File: src/rtl/gpio_port_pkg.sv
package gpio_port_pkg;

  localparam int REG_IDX_W = 3;

  typedef enum logic [1:0] {
    TRIG_LOW  = 2'd0,
    TRIG_HIGH = 2'd1,
    TRIG_RISE = 2'd2,
    TRIG_FALL = 2'd3
  } trigCode_t;

  typedef enum logic [3:0] {
    SEL_DATA,
    SEL_DIR,
    SEL_PAD,
    SEL_CFG_LO,
    SEL_CFG_HI,
    SEL_MASK,
    SEL_STAT,
    SEL_BOTH,
    SEL_NONE
  } rdSel_t;

  typedef struct packed {
    logic   setData;
    logic   setDir;
    logic   setCfgLo;
    logic   setCfgHi;
    logic   setMask;
    logic   clrStat;
    logic   setBoth;
    rdSel_t rdSel;
  } gpioStrobe_t;

endpackage

File: src/rtl/gpio_port_ctrl.sv
module gpio_port_ctrl
  import gpio_port_pkg::*;
#(
  parameter int ADDR_W = 6
) (
  input  logic              clk,
  input  logic              rstN,
  input  logic              wrEn,
  input  logic [ADDR_W-1:0] addr,
  output gpioStrobe_t       strb
);

  localparam int IDX_LSB = 2;
  localparam int IDX_MSB = IDX_LSB + REG_IDX_W - 1;

  logic                 inWindow;
  logic [REG_IDX_W-1:0] regIdx;
  logic                 doWrite;

  assign regIdx   = addr[IDX_MSB:IDX_LSB];
  assign inWindow = (addr[ADDR_W-1:IDX_MSB+1] == '0) && (addr[IDX_LSB-1:0] == '0);
  assign doWrite  = wrEn && inWindow;

  always_comb begin
    strb = '0;
    strb.rdSel = SEL_NONE;
    if (inWindow) begin
      case (regIdx)
        3'd0: begin strb.rdSel = SEL_DATA;   strb.setData  = doWrite; end
        3'd1: begin strb.rdSel = SEL_DIR;    strb.setDir   = doWrite; end
        3'd2: begin strb.rdSel = SEL_PAD;                             end
        3'd3: begin strb.rdSel = SEL_CFG_LO; strb.setCfgLo = doWrite; end
        3'd4: begin strb.rdSel = SEL_CFG_HI; strb.setCfgHi = doWrite; end
        3'd5: begin strb.rdSel = SEL_MASK;   strb.setMask  = doWrite; end
        3'd6: begin strb.rdSel = SEL_STAT;   strb.clrStat  = doWrite; end
        default: begin strb.rdSel = SEL_BOTH; strb.setBoth = doWrite; end
      endcase
    end
  end

  AST_ONE_TARGET: assert property (@(posedge clk) disable iff (!rstN)
    $countones({strb.setData, strb.setDir, strb.setCfgLo, strb.setCfgHi,
                strb.setMask, strb.clrStat, strb.setBoth}) <= 1);

  AST_NO_STRAY_WRITE: assert property (@(posedge clk) disable iff (!rstN)
    (!wrEn) |-> !(strb.setData || strb.setDir || strb.setMask || strb.clrStat));

endmodule

File: src/rtl/gpio_port_dp.sv
module gpio_port_dp
  import gpio_port_pkg::*;
#(
  parameter int PIN_CNT     = 32,
  parameter int SYNC_STAGES = 2
) (
  input  logic               clk,
  input  logic               rstN,
  input  gpioStrobe_t        strb,
  input  logic [PIN_CNT-1:0] wrData,
  input  logic [PIN_CNT-1:0] padIn,
  output logic [PIN_CNT-1:0] padOut,
  output logic [PIN_CNT-1:0] padOe,
  output logic [PIN_CNT-1:0] rdData,
  output logic               irqLow,
  output logic               irqHigh
);

  localparam int HALF = PIN_CNT / 2;

  logic [PIN_CNT-1:0] dataReg, dirReg, cfgLo, cfgHi, maskReg, statReg, bothReg;
  logic [PIN_CNT-1:0] syncChain [SYNC_STAGES];
  logic [PIN_CNT-1:0] syncVal, prevVal, hitVec, pending;

  // Configuration registers
  always_ff @(posedge clk or negedge rstN) begin
    if (!rstN) begin
      dataReg <= '0;
      dirReg  <= '0;
      cfgLo   <= '0;
      cfgHi   <= '0;
      maskReg <= '0;
      bothReg <= '0;
    end else begin
      if (strb.setData)  dataReg <= wrData;
      if (strb.setDir)   dirReg  <= wrData;
      if (strb.setCfgLo) cfgLo   <= wrData;
      if (strb.setCfgHi) cfgHi   <= wrData;
      if (strb.setMask)  maskReg <= wrData;
      if (strb.setBoth)  bothReg <= wrData;
    end
  end

  // Input synchronizer
  for (genvar s = 0; s < SYNC_STAGES; s++) begin : g_sync
    always_ff @(posedge clk or negedge rstN) begin
      if (!rstN)       syncChain[s] <= '0;
      else if (s == 0) syncChain[s] <= padIn;
      else             syncChain[s] <= syncChain[(s == 0) ? 0 : s-1];
    end
  end
  assign syncVal = syncChain[SYNC_STAGES-1];

  always_ff @(posedge clk or negedge rstN) begin
    if (!rstN) prevVal <= '0;
    else       prevVal <= syncVal;
  end

  // Per-pin condition detection
  for (genvar p = 0; p < PIN_CNT; p++) begin : g_pin
    logic [1:0] code;
    logic       cur, old;
    if (p < HALF) begin : g_lo
      assign code = cfgLo[2*p +: 2];
    end else begin : g_hi
      assign code = cfgHi[2*(p-HALF) +: 2];
    end
    assign cur = syncVal[p];
    assign old = prevVal[p];
    always_comb begin
      if (bothReg[p]) begin
        hitVec[p] = cur ^ old;
      end else begin
        case (trigCode_t'(code))
          TRIG_LOW:  hitVec[p] = !cur;
          TRIG_HIGH: hitVec[p] = cur;
          TRIG_RISE: hitVec[p] = cur && !old;
          default:   hitVec[p] = !cur && old;
        endcase
      end
    end
  end

  // Sticky status, write-one-to-clear, detection wins
  always_ff @(posedge clk or negedge rstN) begin
    if (!rstN) statReg <= '0;
    else       statReg <= (statReg & ~(strb.clrStat ? wrData : '0)) | hitVec;
  end

  assign pending = statReg & maskReg;
  assign irqLow  = |pending[HALF-1:0];
  assign irqHigh = |pending[PIN_CNT-1:HALF];

  assign padOut = dataReg;
  assign padOe  = dirReg;

  always_comb begin
    case (strb.rdSel)
      SEL_DATA:   rdData = (dataReg & dirReg) | (syncVal & ~dirReg);
      SEL_DIR:    rdData = dirReg;
      SEL_PAD:    rdData = syncVal;
      SEL_CFG_LO: rdData = cfgLo;
      SEL_CFG_HI: rdData = cfgHi;
      SEL_MASK:   rdData = maskReg;
      SEL_STAT:   rdData = statReg;
      SEL_BOTH:   rdData = bothReg;
      default:    rdData = '0;
    endcase
  end

  AST_HIT_LATCHES: assert property (@(posedge clk) disable iff (!rstN)
    (|hitVec) |=> ((statReg & $past(hitVec)) == $past(hitVec)));

  AST_STATUS_STICKY: assert property (@(posedge clk) disable iff (!rstN)
    (!strb.clrStat) |=> (($past(statReg) & ~statReg) == '0));

  AST_W1C_CLEARS: assert property (@(posedge clk) disable iff (!rstN)
    strb.clrStat |=> ((statReg & $past(wrData & ~hitVec)) == '0));

  AST_DIR_TAKES: assert property (@(posedge clk) disable iff (!rstN)
    strb.setDir |=> (padOe == $past(wrData)));

  AST_MASK_BLOCKS: assert property (@(posedge clk) disable iff (!rstN)
    (maskReg == '0) |-> (!irqLow && !irqHigh));

endmodule

File: src/rtl/gpio_port.sv
module gpio_port
  import gpio_port_pkg::*;
#(
  parameter int PIN_CNT = 32,
  parameter int ADDR_W  = 6
) (
  input  logic               clk,
  input  logic               rstN,
  input  logic               wrEn,
  input  logic [ADDR_W-1:0]  addr,
  input  logic [PIN_CNT-1:0] wrData,
  output logic [PIN_CNT-1:0] rdData,
  input  logic [PIN_CNT-1:0] padIn,
  output logic [PIN_CNT-1:0] padOut,
  output logic [PIN_CNT-1:0] padOe,
  output logic               irqLow,
  output logic               irqHigh
);

  gpioStrobe_t strb;

  gpio_port_ctrl #(.ADDR_W(ADDR_W)) u_ctrl (
    .clk  (clk),
    .rstN (rstN),
    .wrEn (wrEn),
    .addr (addr),
    .strb (strb)
  );

  gpio_port_dp #(.PIN_CNT(PIN_CNT), .SYNC_STAGES(2)) u_dp (
    .clk     (clk),
    .rstN    (rstN),
    .strb    (strb),
    .wrData  (wrData),
    .padIn   (padIn),
    .padOut  (padOut),
    .padOe   (padOe),
    .rdData  (rdData),
    .irqLow  (irqLow),
    .irqHigh (irqHigh)
  );

  AST_RESET_QUIET: assert property (@(posedge clk)
    (!rstN) |-> (padOe == '0 && padOut == '0 && !irqLow && !irqHigh));

endmodule

File: config.mk
export PLATFORM = sky130hd
export DESIGN_NAME = gpio_port
export DESIGN_NICKNAME = d
export VERILOG_FILES = /design/src/rtl/gpio_port_pkg.sv /design/src/rtl/gpio_port_ctrl.sv /design/src/rtl/gpio_port_dp.sv /design/src/rtl/gpio_port.sv
export SDC_FILE = /design/constraint.sdc
export NUM_CORES = 1
export LEC_CHECK = 0
export ABC_CLOCK_PERIOD_IN_PS = 1950
export BUFFER_PORTS_ARGS = -buffer_cell sky130_fd_sc_hd__clkbuf_2
export CAP_MARGIN = 10
export CORE_UTILIZATION = 25
export CTS_CLUSTER_DIAMETER = 200
export CTS_CLUSTER_SIZE = 10
export DETAILED_ROUTE_END_ITERATION = 6
export HOLD_SLACK_MARGIN = 0.08
export SETUP_SLACK_MARGIN = 0.15
export SYNTH_ARGS = -nofsm -noshare
export SYNTH_HDL_FRONTEND = slang
export SYNTH_SLANG_ARGS = --single-unit
File: constraint.sdc
create_clock -name clk -period 1.95 [get_ports clk]
set_input_delay 0.0975 -clock clk [delete_from_list [all_inputs] [get_ports clk]]
set_output_delay 0.0975 -clock clk [all_outputs]
set_load 0.03 [all_outputs]
After elaboration in Yosys (flattened, before gate mapping):

Index checks and enable logic that the tools add are counted.

* input port bits: 73
* word-level logic and storage cells: 371
* output and inout port bits: 98
* bits in registers: 320

* multiplexer cells: 75
* equal/unequal tests: 77
* bitwise operators: 41
* reductions and logical operators: 168

Operators with widths (number)
* one-hot mux 32 bit (8 select lines): 1
* bitwise AND 32 bit: 4
* one-hot mux 1 bit (3 select lines): 32
* logical AND 1 bit: 66
* zero test 2 bit: 33
* equality test 2 x 1 -> 1 bit, second input constant: 32
* equality test 2 bit, second input constant: 32
* zero test 1 bit: 64
* inverter 32 bit: 2
* bitwise OR 32 bit: 2
* 2-to-1 mux 1 bit: 39
* 2-to-1 mux 32 bit: 1
* OR reduction 16 bit: 2
* XOR 1 bit: 32
* one-hot mux 3 bit (7 select lines): 1
* equality test 4 x 3 -> 1 bit, second input constant: 4
* 2-to-1 mux 11 bit: 1
* equality test 3 bit, second input constant: 3
* equality test 4 x 2 -> 1 bit, second input constant: 2
* OR reduction 7 bit: 1
* equality test 3 x 2 -> 1 bit, second input constant: 2
* equality test 4 x 1 -> 1 bit, second input constant: 1
* zero test 4 bit: 1
* equality test 3 x 1 -> 1 bit, second input constant: 1
* 2 further kinds: 2

Longest topological paths before layout:

* depth in word-level cells: 9
* gate-level depth with buffers: 6
* mapped depth without buffers: 6

Hierarchy:

Synthesis repeated with hierarchy kept, for this count alone.

* cell total of the unflattened synthesis: 1237
* area total of the unflattened synthesis: 15532.4 sq um

Modules (own cells, without submodules)
* gpio_port_dp: area each 15443.6 sq um, times used 1, sequential area each 8007.7 sq um, cells an instance 1221
* gpio_port_ctrl: area each 88.8 sq um, times used 1, sequential area each 0.0 sq um, cells an instance 16

Least setup slack after synthesis:

OpenSTA, ideal clock, no wires.

* path type: input -> output
* start: input port addr[5]
* end: output port rdData[14]
* path buffers: 1
* path slack: 221 ps
* arrival time: 1632 ps
* required time: 1852 ps
* cell stages on the path: 5
* cell sequence: or4b_4 nor2_1 clkbuf_1 a22oi_1 nand4_1

* longest elaborated chain between the ends: 5
* elaborated cells on any way between the ends: 12
* classes of those cells: 7 x eq/ne; 2 x mux; 1 x bitwise; 2 x reduce/logical

Ends and longest elaborated chain
* start: declaration: line gpio_port.sv:10 `input logic [ADDR_W-1:0] addr,`
* inverter 1 bit *: line gpio_port_ctrl.sv:21 `assign inWindow = (addr[ADDR_W-1:IDX_MSB+1] == '0) && (addr[IDX_LSB-1:0] == '0);`
* logical AND 1 bit *: line gpio_port_ctrl.sv:21
* 2-to-1 mux 11 bit *: line gpio_port_ctrl.sv:27 `if (inWindow) begin`
* equality test 4 x 3 -> 1 bit, or another cell as far along: line gpio_port_dp.sv:98 `case (strb.rdSel)`
* one-hot mux 32 bit (8 select lines) *: line gpio_port_dp.sv:98
* end: declaration: line gpio_port.sv:12 `output logic [PIN_CNT-1:0] rdData,`

Every way passes the cells marked *; elsewhere a longest branch is shown, timed or not.

Final worst setup path:

* start: input port addr[4]
* end: output port rdData[20]

* longest elaborated chain between the ends: 5
* elaborated cells on any way between the ends: 18
* classes of those cells: 13 x eq/ne; 3 x mux; 2 x reduce/logical

Ends and longest elaborated chain
* equality test 3 bit, or another cell as far along: line gpio_port_ctrl.sv:28 `case (regIdx)`
* one-hot mux 3 bit (7 select lines) *: line gpio_port_ctrl.sv:28
* 2-to-1 mux 11 bit *: line gpio_port_ctrl.sv:27
* equality test 4 x 3 -> 1 bit, or another cell as far along: line gpio_port_dp.sv:98
* one-hot mux 32 bit (8 select lines) *: line gpio_port_dp.sv:98

Marked as above.

==> metrics.txt <==
result of the run complete, but fails checks; violations in the final reports negative setup slack; I/O pin total 171; Port Buf Inserts 170; area of combinational cells with multiple inputs 6340 sq um; H-tree depth reported by CTS 2; clock net sink count 320; count of warnings emitted by yosys 0; RR Endpoint u_dp.statReg[15]; number of distinct library cell variants in the gate-level netlist after synthesis 26; portion of the clock cycle consumed by the worst path in the final layout 100%; global routing usage summed across all routing layers 16.4%; Critical Path Start addr[4]; synthesized cell area 14700 sq um; power density over cell area 853 nW/um^2; met1 Resource Use GR 22.0%; leading cell types by total area after synthesis sky130_fd_sc_hd__dfrtp_1 (55%), sky130_fd_sc_hd__mux2_2 (14%), sky130_fd_sc_hd__a22oi_1 (6.6%); dominant cell type by area after synthesis sky130_fd_sc_hd__dfrtp_1; Slew Limit Fails 0; placeable core area 57800 sq um; Bufs and invs on worst path 3; Critical Setup Path Class primary input to output pin; ordered cell list for the critical path clkbuf_2 -> or4_4 -> nor2_4 -> bufbuf_16 -> a22oi_1 -> nand4_1 -> clkbuf_8; IR drop worst, VDD 0.000586 V; post-detailed-placement cell area 17100 sq um; required time at the endpoint of the critical path 1.85 ns; post-route antenna net violation count 0; post-layout power 0.0169 W; dpl ws -0.0472 ns; number of violations of the max-capacitance limit 0; vias after detailed routing 11174; DRC Markers 0; GRT Max-Usage Layer met2; Initial Utilization 25.4%; die height 244 microns; Final Setup Violations 1; syn nets 1310; R2R cell count 6; Rows 88; M3 GR Usage 3.03%; GPL Wtd Cong 0.842; drt total wl 48.8 mm; global-route wire length before repair 73.7 mm; origin of the critical flop-to-flop path u_dp.syncVal[15]; Syn Area/Cell 12.5 sq um; leakage power 8.96 nW; share of synthesized flip-flops with an asynchronous set or reset 100%; number of storage elements in the synthesis netlist 320; die width 244 microns; final hold vios 0; GRT overflow 0; utilization of the core after routing 34.2%; Min Clock Period, post-route 1.95 ns; met2 track demand over resource in global routing 26.4%; number of enable flip-flop cells after synthesis 0; layout net count 1635; setup repair after global routing missed its margin yes; largest net degree at the start of global routing 64; vias in the first global route 11475; Slew Limit Headroom 57.3%; number of buffers on the longest clock path 3; total CTS buffers 37; post-route worst hold slack 0.0969 ns; diode count 0; CP endpoint kind output pin; maximum fanout along the worst path 15; peak per-stage delay on the critical path 0.63 ns; slowest CP cell sky130_fd_sc_hd__or4_4; dominant synthesized flop cell sky130_fd_sc_hd__dfrtp_1; largest clock skew in the final design 0.0109 ns; CTS tree yes; Worst-Margin Slew 0.641 ns; hold crit path type primary input to asynchronous set/reset pin; number of antenna violations at the first check in global routing 0; portion of synthesized cell area occupied by the leading cell type 54.6%; area taken by flip-flops and latches 8040 sq um; worst reg-to-reg setup slack 0.44 ns; Clk Latency, worst-skew pair 0.55 ns; HPWL after DPL 33.6 mm; final non-filler cell area 19800 sq um; number of fill cells 5684; critical path's top delay family simple AND/OR/NAND/NOR gates; wire length per cell after detailed routing 21.6 microns; timing-limited maximum frequency 0.513 GHz; Post-Syn Instances 1173; type of element launching the critical path primary input; clock transition at the registers of the reported paths 0.05 ns; Critical Path AT 1.85 ns; layout-stage area growth over the synthesis result 34.8%; number of optimization iterations in the first detailed-route pass 5; vias per cell 4.94; post-route setup slack -0.00115 ns; sequential-to-total area share from yosys stat 54.6%; root cell of the clock tree sky130_fd_sc_hd__clkbuf_16; Iteration-0 DRC Markers 855; DIE AREA 59600 sq um; layout cell share with drive strength beyond 1 38.0%
## how the worst max path moves through the flow
stage	endpoint	slack, ns	cells past startpoint
floorplan	rdData[14]	0.22	5
global placement	rdData[17]	-0.03	8
detailed placement	rdData[9]	-0.05	8
CTS	irqLow	-0.02	4
global route	rdData[10]	-0.07	8
finish	rdData[20]	-0.001	7
## through the flow
stage / instances / setup TNS [ns]
2_1_floorplan: 1173 / 0
3_3_place_gp: 2118 / -0.438
3_5_place_dp: 2118 / -0.957
4_1_cts: 2258 / -0.0472
5_1_grt: 2264 / -0.533
6_report: 2264 / -0.00115
## state kept, by name (all words and copies together), names as in the netlist
register        count
u_dp.cfgHi         32
u_dp.syncVal       32
u_dp.syncChain     32
u_dp.padOe         32
u_dp.padOut        32
u_dp.prevVal       32
u_dp.cfgLo         32
u_dp.statReg       32
u_dp.bothReg       32
u_dp.maskReg       32
## metal layers
layer,routed length (microns),up-vias
li1,-,4935
met5,0,-
met4,1300,0
met1,22100,5777
met3,2430,86
met2,23000,376
## worst reg2reg max path, stage by stage, from the launching register on
cell	delay, ns
sky130_fd_sc_hd__dfrtp_1	0.38
sky130_fd_sc_hd__buf_4	0.14
sky130_fd_sc_hd__buf_4	0.14
sky130_fd_sc_hd__ha_1	0.17
sky130_fd_sc_hd__a211oi_1	0.21
sky130_fd_sc_hd__a211oi_1	0.08
sky130_fd_sc_hd__a221o_1	0.27
## logic make-up after synthesis
group	Yosys count	synth area share, %
flip-flops	320	54.6
AO/OA/AOI/OAI	242	12.5
multiplexers	223	16.9
AND/OR/NAND/NOR	152	4.94
buffers and inverters	142	3.81
adder cells (fa/ha/maj)	64	5.46
XOR/XNOR	30	1.79
## synth_stat cells (9+ instances only)
library cell,count
sky130_fd_sc_hd__mux2i_1,31
sky130_fd_sc_hd__a211oi_1,32
sky130_fd_sc_hd__ha_1,64
sky130_fd_sc_hd__buf_2,21
sky130_fd_sc_hd__dfrtp_1,320
sky130_fd_sc_hd__o21ai_0,32
sky130_fd_sc_hd__a22oi_1,128
sky130_fd_sc_hd__mux2_1,9
sky130_fd_sc_hd__mux2_2,183
sky130_fd_sc_hd__a221o_1,32
sky130_fd_sc_hd__nand2_1,72
sky130_fd_sc_hd__xnor2_1,30
sky130_fd_sc_hd__inv_1,97
sky130_fd_sc_hd__nand4_1,34
sky130_fd_sc_hd__nor2_1,33
sky130_fd_sc_hd__clkbuf_1,24
## layout make-up
cell class,instances,share of cell area (%)
inverter,97,1.84
sequential,320,40.7
timing repair buffer,331,15.6
clock buffer,39,4.94
multi-input combinational,711,32.1
clock inverter,1,0.0443
tap,765,4.84
## layout by cell type (no fill, tap or decap), types with 2 or more instances in the layout
master,count
sky130_fd_sc_hd__buf_6,16
sky130_fd_sc_hd__inv_2,3
sky130_fd_sc_hd__a22oi_2,32
sky130_fd_sc_hd__a221oi_2,5
sky130_fd_sc_hd__o21ai_1,7
sky130_fd_sc_hd__nand4_1,34
sky130_fd_sc_hd__nand2_2,4
sky130_fd_sc_hd__buf_12,33
sky130_fd_sc_hd__mux2_2,183
sky130_fd_sc_hd__buf_4,48
sky130_fd_sc_hd__buf_8,2
sky130_fd_sc_hd__a211oi_1,32
sky130_fd_sc_hd__dfrtp_2,24
sky130_fd_sc_hd__inv_1,94
sky130_fd_sc_hd__a221oi_1,3
sky130_fd_sc_hd__nand2_1,68
sky130_fd_sc_hd__clkbuf_8,28
sky130_fd_sc_hd__mux2i_1,31
sky130_fd_sc_hd__clkbuf_16,39
sky130_fd_sc_hd__nand2b_1,4
sky130_fd_sc_hd__bufbuf_16,2
sky130_fd_sc_hd__nor2_1,31
sky130_fd_sc_hd__a22o_1,8
sky130_fd_sc_hd__mux2_1,9
sky130_fd_sc_hd__nor2_4,6
sky130_fd_sc_hd__a22oi_1,96
sky130_fd_sc_hd__clkbuf_2,134
sky130_fd_sc_hd__o21ai_0,24
sky130_fd_sc_hd__a221o_1,32
sky130_fd_sc_hd__dlygate4sd3_1,65
sky130_fd_sc_hd__buf_16,3
sky130_fd_sc_hd__ha_1,64
sky130_fd_sc_hd__xnor2_1,30
sky130_fd_sc_hd__dfrtp_1,296
sky130_fd_sc_hd__nor3_4,3
## what timing repair did
action | 4_1_cts | 5_1_grt
cloned | 5 | 0
setup endpoints to repair | 34 | 34
endpoints found under the hold margin | 576 | 0
hold buffers | 65 | 0
pin swaps | 28 | 27
resized for setup | 124 | 47
setup buffers | 30 | 6
## where the power goes
part / internal, W / leakage (nW) / switching, W
logic: 0.00122 / 4.55 / 0.00135
clock network: 0.00351 / 0.485 / 0.00265
registers: 0.00729 / 3.92 / 0.000839
Power figures use the tool's default switching activity.
